$ cat src/rtl/addr_xlat_pkg.sv
package addr_xlat_pkg;
  typedef enum logic [2:0] {
    RGN_FIXED   = 3'd0,
    RGN_WINDOW  = 3'd1,
    RGN_LOWPAGE = 3'd2,
    RGN_EXTRAM  = 3'd3,
    RGN_NULL    = 3'd4
  } region_e;
endpackage

$ cat src/rtl/xlat_bank_file.sv
module xlat_bank_file #(
  parameter int IDX_W      = 4,
  parameter int BANK_W     = 8,
  parameter int IDENT_BASE = 8'h30
) (
  input  logic              clk,
  input  logic              rst_n,
  input  logic              we,
  input  logic [IDX_W-1:0]  widx,
  input  logic [BANK_W-1:0] wdata,
  input  logic [IDX_W-1:0]  ridx,
  output logic [BANK_W-1:0] rdata
);
  localparam int NUM = 1 << IDX_W;

  logic [BANK_W-1:0] bank_q [NUM];

  for (genvar i = 0; i < NUM; i++) begin : g_entry
    logic              sel;
    logic [BANK_W-1:0] bank_d;

    always_comb begin
      sel    = we && (widx == IDX_W'(i));
      bank_d = bank_q[i];
      if (sel) bank_d = wdata;
    end

    always_ff @(posedge clk or negedge rst_n) begin
      if (!rst_n) bank_q[i] <= BANK_W'(IDENT_BASE + i);
      else if (sel) bank_q[i] <= bank_d;
    end
  end

  assign rdata = bank_q[ridx];
endmodule

$ cat src/rtl/xlat_window.sv
module xlat_window #(
  parameter int ADDR_W   = 16,
  parameter int WOFS_W   = 8,
  parameter int PHYS_W   = 20,
  parameter int WIN_BASE = 16'h7C00,
  parameter int WIN_SIZE = 1024
) (
  input  logic              en,
  input  logic [ADDR_W-1:0] addr,
  input  logic [WOFS_W-1:0] ofs,
  output logic              hit,
  output logic [PHYS_W-1:0] phys
);
  localparam int SHIFT    = ADDR_W - WOFS_W;
  localparam int WIN_LAST = WIN_BASE + WIN_SIZE - 1;

  logic [ADDR_W-1:0] sum;

  always_comb begin
    hit  = en && (addr >= ADDR_W'(WIN_BASE)) && (addr <= ADDR_W'(WIN_LAST));
    sum  = {ofs, {SHIFT{1'b0}}} + addr;
    phys = {{(PHYS_W-ADDR_W){1'b0}}, sum};
  end
endmodule

$ cat src/rtl/xlat_bank_map.sv
module xlat_bank_map
  import addr_xlat_pkg::*;
#(
  parameter int ADDR_W    = 16,
  parameter int IDX_W     = 4,
  parameter int BANK_W    = 8,
  parameter int EXTP_W    = 4,
  parameter int BANK_CEIL = 16'hFC00,
  parameter int STD_PAGE  = 3,
  parameter int EXT_BASE  = 4,
  parameter int HOLE_LO   = 12'hD80,
  parameter int HOLE_HI   = 12'hD97
) (
  input  logic                     en,
  input  logic [ADDR_W-1:0]        addr,
  input  logic [BANK_W-1:0]        bank,
  input  logic [EXTP_W-1:0]        ext_pages,
  output logic                     hit,
  output region_e                  rgn,
  output logic [BANK_W+ADDR_W-IDX_W-1:0] phys,
  output logic                     to_fixed
);
  localparam int OFS_W  = ADDR_W - IDX_W;
  localparam int PHYS_W = BANK_W + OFS_W;
  localparam int SUB_W  = IDX_W;
  localparam int PG_W   = BANK_W - SUB_W;
  localparam int TOP_SUB = (1 << SUB_W) - 1;

  logic [OFS_W-1:0] ofs;
  logic [PG_W-1:0]  page;
  logic [SUB_W-1:0] sub;
  logic             in_hole;
  logic             ext_ok;

  always_comb begin
    ofs     = addr[OFS_W-1:0];
    page    = bank[BANK_W-1:SUB_W];
    sub     = bank[SUB_W-1:0];
    in_hole = (ofs >= OFS_W'(HOLE_LO)) && (ofs <= OFS_W'(HOLE_HI));
    ext_ok  = int'(page) < (EXT_BASE + int'(ext_pages));

    hit      = en && (addr < ADDR_W'(BANK_CEIL));
    rgn      = RGN_NULL;
    phys     = '0;
    to_fixed = 1'b0;

    if (int'(page) < STD_PAGE) begin
      rgn  = RGN_LOWPAGE;
      phys = {bank, ofs};
    end else if (int'(page) == STD_PAGE) begin
      if (!((sub == SUB_W'(TOP_SUB)) && in_hole)) begin
        rgn      = RGN_FIXED;
        phys     = {{(PHYS_W-ADDR_W){1'b0}}, sub, ofs};
        to_fixed = 1'b1;
      end
    end else if (ext_ok) begin
      rgn  = RGN_EXTRAM;
      phys = {bank, ofs};
    end
  end
endmodule

$ cat src/rtl/addr_xlat.sv
module addr_xlat
  import addr_xlat_pkg::*;
#(
  parameter int ADDR_W = 16,
  parameter int IDX_W  = 4,
  parameter int BANK_W = 8,
  parameter int WOFS_W = 8,
  parameter int EXTP_W = 4,
  parameter int PHYS_W = BANK_W + ADDR_W - IDX_W
) (
  input  logic              clk,
  input  logic              rst_n,
  input  logic [ADDR_W-1:0] cpu_addr,
  input  logic              win_en,
  input  logic [WOFS_W-1:0] win_ofs,
  input  logic              bank_en,
  input  logic              bank_we,
  input  logic [IDX_W-1:0]  bank_widx,
  input  logic [BANK_W-1:0] bank_wdata,
  input  logic [EXTP_W-1:0] ext_pages,
  output logic [PHYS_W-1:0] phys_addr,
  output logic [2:0]        region,
  output logic              to_fixed
);
  logic [1:0] rst_pipe;
  logic       rst_sync_n;

  always_ff @(posedge clk or negedge rst_n) begin
    if (!rst_n) rst_pipe <= 2'b00;
    else        rst_pipe <= {rst_pipe[0], 1'b1};
  end
  assign rst_sync_n = rst_pipe[1];

  logic [BANK_W-1:0] cur_bank;
  logic              win_hit;
  logic [PHYS_W-1:0] win_phys;
  logic              bk_hit;
  region_e           bk_rgn;
  logic [PHYS_W-1:0] bk_phys;
  logic              bk_fixed;

  xlat_bank_file #(.IDX_W(IDX_W), .BANK_W(BANK_W), .IDENT_BASE(8'h30)) u_banks (
    .clk(clk), .rst_n(rst_sync_n), .we(bank_we), .widx(bank_widx),
    .wdata(bank_wdata), .ridx(cpu_addr[ADDR_W-1:ADDR_W-IDX_W]), .rdata(cur_bank)
  );

  xlat_window #(.ADDR_W(ADDR_W), .WOFS_W(WOFS_W), .PHYS_W(PHYS_W)) u_win (
    .en(win_en), .addr(cpu_addr), .ofs(win_ofs), .hit(win_hit), .phys(win_phys)
  );

  xlat_bank_map #(.ADDR_W(ADDR_W), .IDX_W(IDX_W), .BANK_W(BANK_W), .EXTP_W(EXTP_W)) u_map (
    .en(bank_en), .addr(cpu_addr), .bank(cur_bank), .ext_pages(ext_pages),
    .hit(bk_hit), .rgn(bk_rgn), .phys(bk_phys), .to_fixed(bk_fixed)
  );

  logic [PHYS_W-1:0] phys_d, phys_q;
  region_e           rgn_d, rgn_q;
  logic              fix_d, fix_q;

  always_comb begin
    if (win_hit) begin
      phys_d = win_phys;
      rgn_d  = RGN_WINDOW;
      fix_d  = 1'b0;
    end else if (bk_hit) begin
      phys_d = bk_phys;
      rgn_d  = bk_rgn;
      fix_d  = bk_fixed;
    end else begin
      phys_d = {{(PHYS_W-ADDR_W){1'b0}}, cpu_addr};
      rgn_d  = RGN_FIXED;
      fix_d  = 1'b1;
    end
  end

  always_ff @(posedge clk or negedge rst_sync_n) begin
    if (!rst_sync_n) begin
      phys_q <= '0;
      rgn_q  <= RGN_NULL;
      fix_q  <= 1'b0;
    end else begin
      phys_q <= phys_d;
      rgn_q  <= rgn_d;
      fix_q  <= fix_d;
    end
  end

  assign phys_addr = phys_q;
  assign region    = rgn_q;
  assign to_fixed  = fix_q;
endmodule

$ cat config.mk
export PLATFORM = sky130hd
export DESIGN_NAME = addr_xlat
export DESIGN_NICKNAME = d
export VERILOG_FILES = /design/src/rtl/addr_xlat_pkg.sv /design/src/rtl/xlat_bank_file.sv /design/src/rtl/xlat_window.sv /design/src/rtl/xlat_bank_map.sv /design/src/rtl/addr_xlat.sv
export SDC_FILE = /design/constraint.sdc
export NUM_CORES = 1
export LEC_CHECK = 0
export CORE_UTILIZATION = 30
export CTS_BUF_LIST = sky130_fd_sc_hd__clkbuf_16
export DETAILED_ROUTE_END_ITERATION = 10
export GPL_ROUTABILITY_DRIVEN = 0
export MAX_ROUTING_LAYER = met4
export PLACE_DENSITY = 0.47
export SYNTH_ARGS = -nofsm -noshare
export SYNTH_HDL_FRONTEND = slang
export SYNTH_SLANG_ARGS = --single-unit
$ cat constraint.sdc
create_clock -name clk -period 4.4 [get_ports clk]
set_input_delay 0.88 -clock clk [delete_from_list [all_inputs] [get_ports clk]]
set_output_delay 0.88 -clock clk [all_outputs]
set_load 0.02 [all_outputs]
Word-level counts from Yosys, hierarchy flattened. Cells that the tools add are included.

Logic and storage cells: 90. Register bits after elaboration: 154. Output and inout port bits: 24. Bits of input ports: 45.

Bitwise operators: 1. Muxes and demuxes: 20. $add $sub $neg: 2. Reduce and logical (&&, ||, !) cells: 22. $lt $le $gt $ge: 8. Eq/ne operators: 17.

Operators by type and width (count): 20-bit two-way mux (5); 4-bit == test, second input constant (9); 8-bit binary-select mux with 4-bit select (1); 5-bit by 32-bit < comparator with 1-bit output (1); 1-bit logical AND (21); 4-bit by 3-bit == test with 1-bit output, second input constant (5); 3-bit two-way mux (6); 16-bit adder (1); 16-bit by 15-bit >= comparator with 1-bit output, second input constant (1); 16-bit by 15-bit less-or-equal comparator with 1-bit output, second input constant (1); 16-bit < comparator, second input constant (1); 16-bit two-way mux (1); 8-bit two-way mux (2); 12-bit >= comparator, second input constant (1); 12-bit less-or-equal comparator, second input constant (1); 4-bit by 2-bit == test with 1-bit output, second input constant (2); 3-bit by 4-bit adder with 5-bit output, first input constant (1); 5-bit >= comparator, second input constant (1); 1-bit two-way mux (5); 4-bit inverter with 5-bit output (1); 4-bit by 1-bit == test with 1-bit output, second input constant (1); 4-bit zero test (1); 4-bit by 2-bit < comparator with 1-bit output, second input constant (1).

Logic depth before layout (Yosys ltp). Gate-level depths: netlist of the first run.

Word-level depth: 11. Depth in mapped cells: 15. Depth with buffers taken out: 12.

Modules after synthesis. From an unflattened synthesis of the first run, not the netlist that was laid out.

Cell total of the unflattened synthesis: 567. Area, all modules: 7876.3 um^2.

By module, submodules not included: xlat_bank_file (seq. area each 3283.1 um^2, times used 1, cells each 364, area an instance 5893.2 um^2); addr_xlat (seq. area each 651.9 um^2, times used 1, cells each 91, area an instance 1099.8 um^2); xlat_bank_map (seq. area each 0.0 um^2, times used 1, cells each 54, area an instance 442.9 um^2); xlat_window (seq. area each 0.0 um^2, times used 1, cells each 58, area an instance 440.4 um^2).

Worst setup path after synthesis of the first run. No wires, ideal clock.

Path kind: in2reg. Start: input cpu_addr[12]. End: register phys_q[16] (netlist: phys_addr[16]). Path buffers: 2. Stages: 14. Required time: 4.327 ns. Data arrival time: 3.783 ns. Library setup time: 0.073 ns. Path slack: 0.544 ns. Path through: buf_6 > buf_8 > mux4_2 > a22o_1 > a221oi_2 > inv_1 > ha_1 > and4b_1 > nand2b_1 > o21ai_0 > a21oi_1 > nor2_1 > or4_1 > nor2b_1.

Word-level cells in the longest chain between the ends: 10. Elaborated cells between the ends (all ways): 18. Classes of those cells: order compare: 5; eq/ne: 1; mux: 8; bitwise: 1; reduce/logical: 3.

Ends and longest elaborated chain: start: declaration (line addr_xlat.sv:13) `input logic [ADDR_W-1:0] cpu_addr,`; 4-bit inverter with 5-bit output (implied by the code) (line xlat_bank_file.sv:34) `assign rdata = bank_q[ridx];`; 8-bit binary-select mux with 4-bit select (line xlat_bank_file.sv:34); 8-bit two-way mux (implied by the code) (2 in series) (line xlat_bank_file.sv:34); 5-bit by 32-bit < comparator with 1-bit output (line xlat_bank_map.sv:40) `ext_ok = int'(page) < (EXT_BASE + int'(ext_pages));`; 20-bit two-way mux (line xlat_bank_map.sv:56) `end else if (ext_ok) begin`; 20-bit two-way mux (line xlat_bank_map.sv:50) `end else if (int'(page) == STD_PAGE) begin`; 20-bit two-way mux (line xlat_bank_map.sv:47) `if (int'(page) < STD_PAGE) begin`; 20-bit two-way mux (line addr_xlat.sv:65) `end else if (bk_hit) begin`; 20-bit two-way mux (*) (line addr_xlat.sv:61) `if (win_hit) begin`; named net phys_d[16] (line addr_xlat.sv:56) `logic [PHYS_W-1:0] phys_d, phys_q;`; end signal: assignment (line addr_xlat.sv:82) `phys_q <= phys_d;`; end: declaration (line addr_xlat.sv:56).

The timed path passes the listed nets; every way through them passes the cells marked *. The select of a mux whose other input is x is not followed. A chain may end at the register's enable or synchronous reset.

Worst setup path after layout of the first run.
Start: input cpu_addr[12]. End: register phys_q[0] (netlist: phys_addr[0]).

Word-level cells in the longest chain between the ends: 11. Elaborated cells between the ends (all ways): 21. Classes of those cells: order compare: 5; eq/ne: 2; mux: 9; bitwise: 1; reduce/logical: 4.

Ends and longest elaborated chain (line): parallel branches: the longest is 10 deep, another holds 5-bit by 32-bit < comparator with 1-bit output; 20-bit two-way mux (*) (addr_xlat.sv:61); named net phys_d[0] (addr_xlat.sv:56).

Mark *: on every way through the listed nets, which the timed path passes. The select of a mux whose other input is x is not followed.

==> results of run 1 <==
[path summary, 6_finish.rpt]
check	startpoint	end	slack, ps	cells past startpoint
hold reg to reg	rst_pipe[0]	rst_pipe[1]	360	0
hold / removal	rst_pipe[0]	rst_pipe[1]	360	0
setup reg to reg	u_banks.bank_q[38]	phys_addr[0]	1330	12
setup / recovery	cpu_addr[12]	phys_addr[0]	650	9
max in group asynchronous	rst_pipe[1]	region[2]	2890	1
min in group asynchronous	rst_pipe[1]	u_banks.bank_q[119]	530	0
[state kept, by name, summed over array words and instances, names as in the netlist]
signal	flops
region	3
to_fixed	1
phys_addr	20
rst_pipe	2
u_banks.bank_q	128
[synth_stat cells (all sizes together) (7+ instances only)]
cell	count	area, sq um
mux2	130	1460
inv	13	48.8
ha	11	138
nand2b	7	43.8
clkbuf	17	63.8
dfrtp	89	2230
and2	9	76.3
o21ai	15	75.1
nand2	18	72.6
a21oi	9	45.0
nor2	19	71.3
nand3	11	55.1
mux4	32	728
dfstp	65	1710
buf	10	87.6
[kinds of logic after synthesis]
group | after synthesis | synth area share, %
muxes | 163 | 30.0
DFF | 154 | 53.5
and+or+nand+nor | 82 | 6.30
AOI/OAI and AO/OA | 47 | 4.44
buffers and inverters | 40 | 2.72
adders and majority gates | 12 | 2.15
xor gates and xnor gates | 7 | 0.834
other | 1 | 0.0510
[where the power goes]
part	internal [mW]	switching (mW)	total (mW)
logic	0.510	0.353	0.863
registers	1.82	0.158	1.98
clock network	0.873	0.568	1.44
total	3.20	1.08	4.28
[layer usage]
| metal | up-vias | track usage, % | part of all wire [%] |
|---|---|---|---|
| li1 | 2016 | - | - |
| met1 | 2388 | 22.1 | 45 |
| met2 | 114 | 28.4 | 48 |
| met3 | 19 | 3.73 | 5.4 |
| met4 | 0 | 4.72 | 1.1 |
| met5 | - | - | 0 |
[worst max-delay path, delay by kind of cell]
kind,cells,cell delay (ps)
compound gates,3,1070
mux,1,560
buf+inv,2,900
simple gates,3,670
[metrics by stage]
stage	hold slack (ps)	utilization [%]	cells	total power [mW]	worst slack, ps
6_report	355	38.1	923	4.28	648
2_1_floorplan	331	-	506	2.56	544
5_1_grt	368	38.1	923	4.52	373
3_5_place_dp	339	35.7	891	2.88	178
3_3_place_gp	338	35.7	891	2.84	239
4_1_cts	358	38.1	923	4.34	622
[cell type report]
cell class / instances / area share [%]
Clock buffer: 17 / 4.69
Clock inverter: 15 / 1.62
Inverter: 13 / 0.539
Multi-Input combinational cell: 312 / 35.5
Sequential cell: 154 / 43.5
Tap cell: 319 / 4.40
Timing Repair Buffer: 93 / 9.80
==> key figures, run 1 <==
Floorplan
  • Initial core utilization: a little under a third
  • # IOs: between 60 and 70
  • # rows: 56
  • DIE HEIGHT: 159 um
  • Die W: 159 um
  • DIE AREA: 0.0251 sq mm
  • Core area: between 0.02 and 0.025 sq mm

Placed design
  • I/O Buffers: a little under 70
  • Total placed instance area: 0.00849 sq mm
  • DP HPWL: 13,400 um

STA
  • Max-slew headroom: 29.2%
  • Fmax: between 0.2 and 0.3 GHz
  • Sum Neg Setup Slack: 0 ps
  • Least-Margin Pin Slew: 1060 ps
  • Skew final: approximately 8 ps
  • Max Slew Vio Count: 0
  • RSZ-0062 raised after global routing: no
  • Period utilization: 85.3%
  • Min Tclk post-route: between 3000 and 4000 ps
  • Final setup viols: 0
  • Final hold vios: 0

Pwr
  • Power density over the cells: 473 mW/mm^2
  • Lkg Pwr: 3.74 nW
  • Worst VDD drop: roughly 0.00022 V

Critical path
  • Data arrival, critical path: approximately 4100 ps
  • Worst Setup Start Kind: primary input
  • Critical-path top delay cell: a221oi_1
  • Largest stage delay, worst path: roughly 600 ps
  • CP Data Required Time: roughly 4800 ps
  • CP Class: in2reg
  • Critical Path End Type: register
  • Cell Chain, Critical Path: buf_2 -> buf_4 -> mux4_2 -> a22o_1 -> a221oi_1 -> nor4_1 -> a2bb2oi_2 -> or2_1 -> and2_4
  • Crit-path max FO: 19

Cells and area
  • Commonest non-fill, non-tap cells in the layout: mux2_2 (130), dfrtp_1 (88), clkdlybuf4s50_1 (67)
  • Most common cell after layout, fill and taps aside: mux2_2
  • Finished Cell Area: 0.00906 sq mm
  • Storage cell area: around 0.0039 sq mm
  • Final #Nets: between 600 and 700
  • Layout Area Growth over Synthesis: 23.3%
  • Share of cells above drive strength 1: slightly below 50%
  • Fillers: approximately 2,300
  • Multi-input logic area: about 0.0032 sq mm
  • Diodes inserted: 0

Hold path
  • Worst hold path type: reg2reg

Job
  • Max-cap violations: 0

Global routing
  • Initial antenna violation count: 0
  • GRT Util Overall: roughly 18%
  • Vias in the first global route: around 4,900
  • First-pass GRT wire length: slightly above 30,000 um
  • Largest net degree at the start of global routing: 80
  • Overflow after GRT: 0

Clock tree
  • Worst-skew pair later-pin latency: between 400 and 500 ps
  • CTS clk-pin slew, worst paths: ~60 ps
  • Root Buffer Master: clkbuf_16
  • Post-CTS setup buffer count: 0
  • Longest Clk Path Bufs: 2
  • Clock Sinks: 154
  • TritonCTS clock tree: built
  • CTS resizes: 0
  • Cts hold-fix bufs: 0
  • Clock buffer count from CTS: 17
  • H-tree depth: 4

Route
  • Antenna Nets Post-Route: 0
  • Detailed-route via count: roughly 4,500
  • Vias/cell: approximately 4.9
  • TritonRoute pass-1 iters: 4
  • Routed wire length: 19,600 um
  • DR WL/cell: approximately 21 um
  • Initial DRC count: ~260
  • DR DRC count: 0

Yosys
  • Asr flop ratio synth: 100%
  • Post-Synthesis Cells: about 510
  • Synth Net Count: roughly 560
  • Post-Syn Area: around 0.0073 sq mm
  • Main flop type after synthesis: dfrtp_1
  • Post-synth EDFFs: 0
  • Yosys warns: 0
  • FF+latch count, synth: 154
  • Sequential element share of the synthesized area: roughly 54%
  • Syn_area_per_cell: 14.5 sq um
  • Post-synth cell types: just under 50

Status
  • Status: finished, final reports clean
(Power assumes the default switching activity.)
==> run 2, diff against run 1 <==
- MAX_ROUTING_LAYER: met4 -> unset
- SKIP_LAST_GASP: unset -> 1
==> run 2 against run 1 <==
Net effect: count of clock-buffer cells in the layout stayed put; worst hold slack about the same; die area is the same; maximum frequency up 0.23%; largest power group unchanged; total power is essentially flat; register-to-register slack hardly changed; critical path depth grew 5; first-iteration DRC count decreased by 14%; clock skew about the same; cell area did not move; setup slack improved by 8.7 ps; highest routed layer unchanged.
==> key figures, run 2 (synthesis results as in run 1) <==
Status
  • Status: finished, final reports clean

Cells and area
  • Fillers: 2,259 (unchanged)
  • Largest Register: u_banks.bank_q
  • Diodes inserted: 0 (unchanged)
  • Most common cell after layout, fill and taps aside: mux2_2
  • Layout Area Growth over Synthesis: 23.3% (unchanged)
  • Multi-input logic area: 0.00321 sq mm (unchanged)
  • Commonest non-fill, non-tap cells in the layout: mux2_2 (130), dfrtp_1 (88), clkdlybuf4s50_1 (67)
  • Finished Cell Area: 0.00906 sq mm (unchanged)
  • Share of cells above drive strength 1: 48.2% (unchanged)
  • Storage cell area: 0.00394 sq mm (unchanged)
  • Final #Nets: 648 (unchanged)
  • Number of flip-flops in the largest register: 128 (unchanged)

Floorplan
  • # IOs: 69 (unchanged)
  • DIE HEIGHT: 159 um (unchanged)
  • Core area: 0.0238 sq mm (unchanged)
  • Die W: 159 um (unchanged)
  • Initial core utilization: 30.9% (unchanged)
  • DIE AREA: 0.0251 sq mm (unchanged)
  • # rows: 56 (unchanged)

Clock tree
  • H-tree depth: 4 (unchanged)
  • Longest Clk Path Bufs: 2 (unchanged)
  • Root Buffer Master: clkbuf_16
  • Post-CTS setup buffer count: 0 (unchanged)
  • TritonCTS clock tree: built
  • Clock buffer count from CTS: 17 (unchanged)
  • Worst-skew pair later-pin latency: 420 ps (about the same)
  • CTS clk-pin slew, worst paths: 60 ps (about the same)
  • CTS resizes: 0 (unchanged)
  • Clock Sinks: 154 (unchanged)
  • Cts hold-fix bufs: 0 (unchanged)

STA
  • Skew final: 8.48 ps (+0.488 ps)
  • Min Tclk post-route: 3740 ps (-8.75 ps)
  • Fmax: 0.267 GHz (+0.23%)
  • Final hold vios: 0 (unchanged)
  • Max Slew Vio Count: 0 (unchanged)
  • Max-slew headroom: 29.7% (+0.49 points)
  • Period utilization: 85.1% (-0.20 points)
  • Sum Neg Setup Slack: 0 ps (unchanged)
  • RSZ-0062 raised after global routing: no
  • Final setup viols: 0 (unchanged)
  • Least-Margin Pin Slew: 1050 ps (-7.35 ps)

Route
  • DR WL/cell: 21.3 um (about the same)
  • Antenna Nets Post-Route: 0 (unchanged)
  • Routed wire length: 19,600 um (about the same)
  • DR DRC count: 0 (unchanged)
  • Vias/cell: 4.89 (-0.48%)
  • Initial DRC count: 227 (-14%)
  • TritonRoute pass-1 iters: 4 (unchanged)
  • Detailed-route via count: 4,515 (-0.48%)

Job
  • Max-cap violations: 0 (unchanged)

Placed design
  • Total placed instance area: 0.00849 sq mm (unchanged)
  • DP HPWL: 13,400 um (unchanged)
  • I/O Buffers: 68 (unchanged)

Global routing
  • Vias in the first global route: 4,862 (+0.021%)
  • Overflow after GRT: 0 (unchanged)
  • Initial antenna violation count: 0 (unchanged)
  • Largest net degree at the start of global routing: 80 (unchanged)
  • GRT Util Overall: 17.0% (-0.51 points)
  • First-pass GRT wire length: 30,400 um (about the same)

Critical path
  • Buf+Inv Stages, Crit Path: 3 (+1)
  • Most used cell, CP: a21oi_1
  • Data arrival, critical path: 4100 ps (about the same)
  • Reg2Reg Setup Slack: 1320 ps (about the same)
  • Crit Reg-Reg Endpoint: phys_addr[0]
  • Worst Setup Start Kind: primary input
  • Cell Chain, Critical Path: clkdlybuf4s50_1 -> buf_12 -> mux4_2 -> a22oi_1 -> nand2_2 -> ha_1 -> a21o_1 -> a21oi_1 -> o21ai_0 -> a21oi_1 -> buf_4 -> a2bb2oi_2 -> or2_1 -> and2_4
  • Critical Path End Type: register
  • CP Class: in2reg
  • Largest stage delay, worst path: 510 ps (-90 ps)
  • Top Family by Delay on Critical Path: compound AO/OA/AOI/OAI gates
  • Crit-path max FO: 23 (+4)
  • Reg2Reg Launch Point: u_banks.bank_q[38]
  • Critical-path top delay cell: clkdlybuf4s50_1
  • Worst Reg-to-Reg Cells: 12 (unchanged)
  • CP Data Required Time: 4760 ps (about the same)

Pwr
  • Worst VDD drop: 0.000217 V (-0.65%)
  • Power density over the cells: 473 mW/mm^2 (about the same)
  • Lkg Pwr: 3.74 nW (unchanged)

Hold path
  • Hold-critical path endpoint: rst_pipe[1]
  • Worst hold path type: reg2reg
  • Worst hold start: rst_pipe[0]
  • Worst hold stages: 0 (unchanged)
==> run 2: cell counts in the layout (fill, tap and decap cells not counted) <==
Identical to the previous run, type by type.
==> run 2: per-layer routing <==
layer | GRT usage, % | wire length, um
met1 | 22.2 | 8560
met2 | 28.3 | 9630
met3 | 3.65 | 1250
met4 | 4.72 | 202
met5 | 0 | 0
==> run 2: worst reg2reg max path: stages (launching register included) <==
cell and delay, ps:
dfrtp_1 380, mux4_2 480, a22oi_1 320, nand2_2 180
ha_1 330, a21o_1 160, a21oi_1 130, o21ai_0 80
a21oi_1 170, buf_4 160, a2bb2oi_2 160, or2_1 300
and2_4 190
==> run 2: worst max-delay path by stage <==
| stage | end | cells after the start | slack, ps | start |
|---|---|---|---|---|
| after floorplan | phys_addr[16] | 14 | 540 | cpu_addr[12] |
| after global placement | phys_addr[0] | 9 | 240 | cpu_addr[12] |
| after detailed placement | phys_addr[0] | 9 | 180 | cpu_addr[12] |
| after CTS | phys_addr[0] | 9 | 620 | cpu_addr[12] |
| after global routing | phys_addr[0] | 13 | 370 | cpu_addr[12] |
| final | phys_addr[0] | 14 | 660 | cpu_addr[13] |
==> run 2: final cells by class <==
cell class,instances,share of cell area [%]
clock buffer,17,4.69
tap,319,4.40
inverter,13,0.539
clock inverter,15,1.62
timing repair buffer,93,9.80
sequential,154,43.5
multi-input combinational,312,35.5
==> run 2: report_power, final <==
part           internal, mW  total, mW  leakage [nW]  switching [mW]
clock network         0.873       1.44         0.295           0.567
logic                 0.510      0.862          1.67           0.352
registers              1.82       1.98          1.77           0.160
==> run 2: stage by stage <==
stage / cells / utilization [%] / setup slack, ps / total power, mW / hold WS (ps)
CTS: 923 / 38.1 / 622 / 4.34 / 358
floorplan: 506 / - / 544 / 2.56 / 331
finish: 923 / 38.1 / 657 / 4.28 / 355
global placement: 891 / 35.7 / 239 / 2.84 / 338
global route: 923 / 38.1 / 372 / 4.52 / 367
detailed placement: 891 / 35.7 / 178 / 2.88 / 339
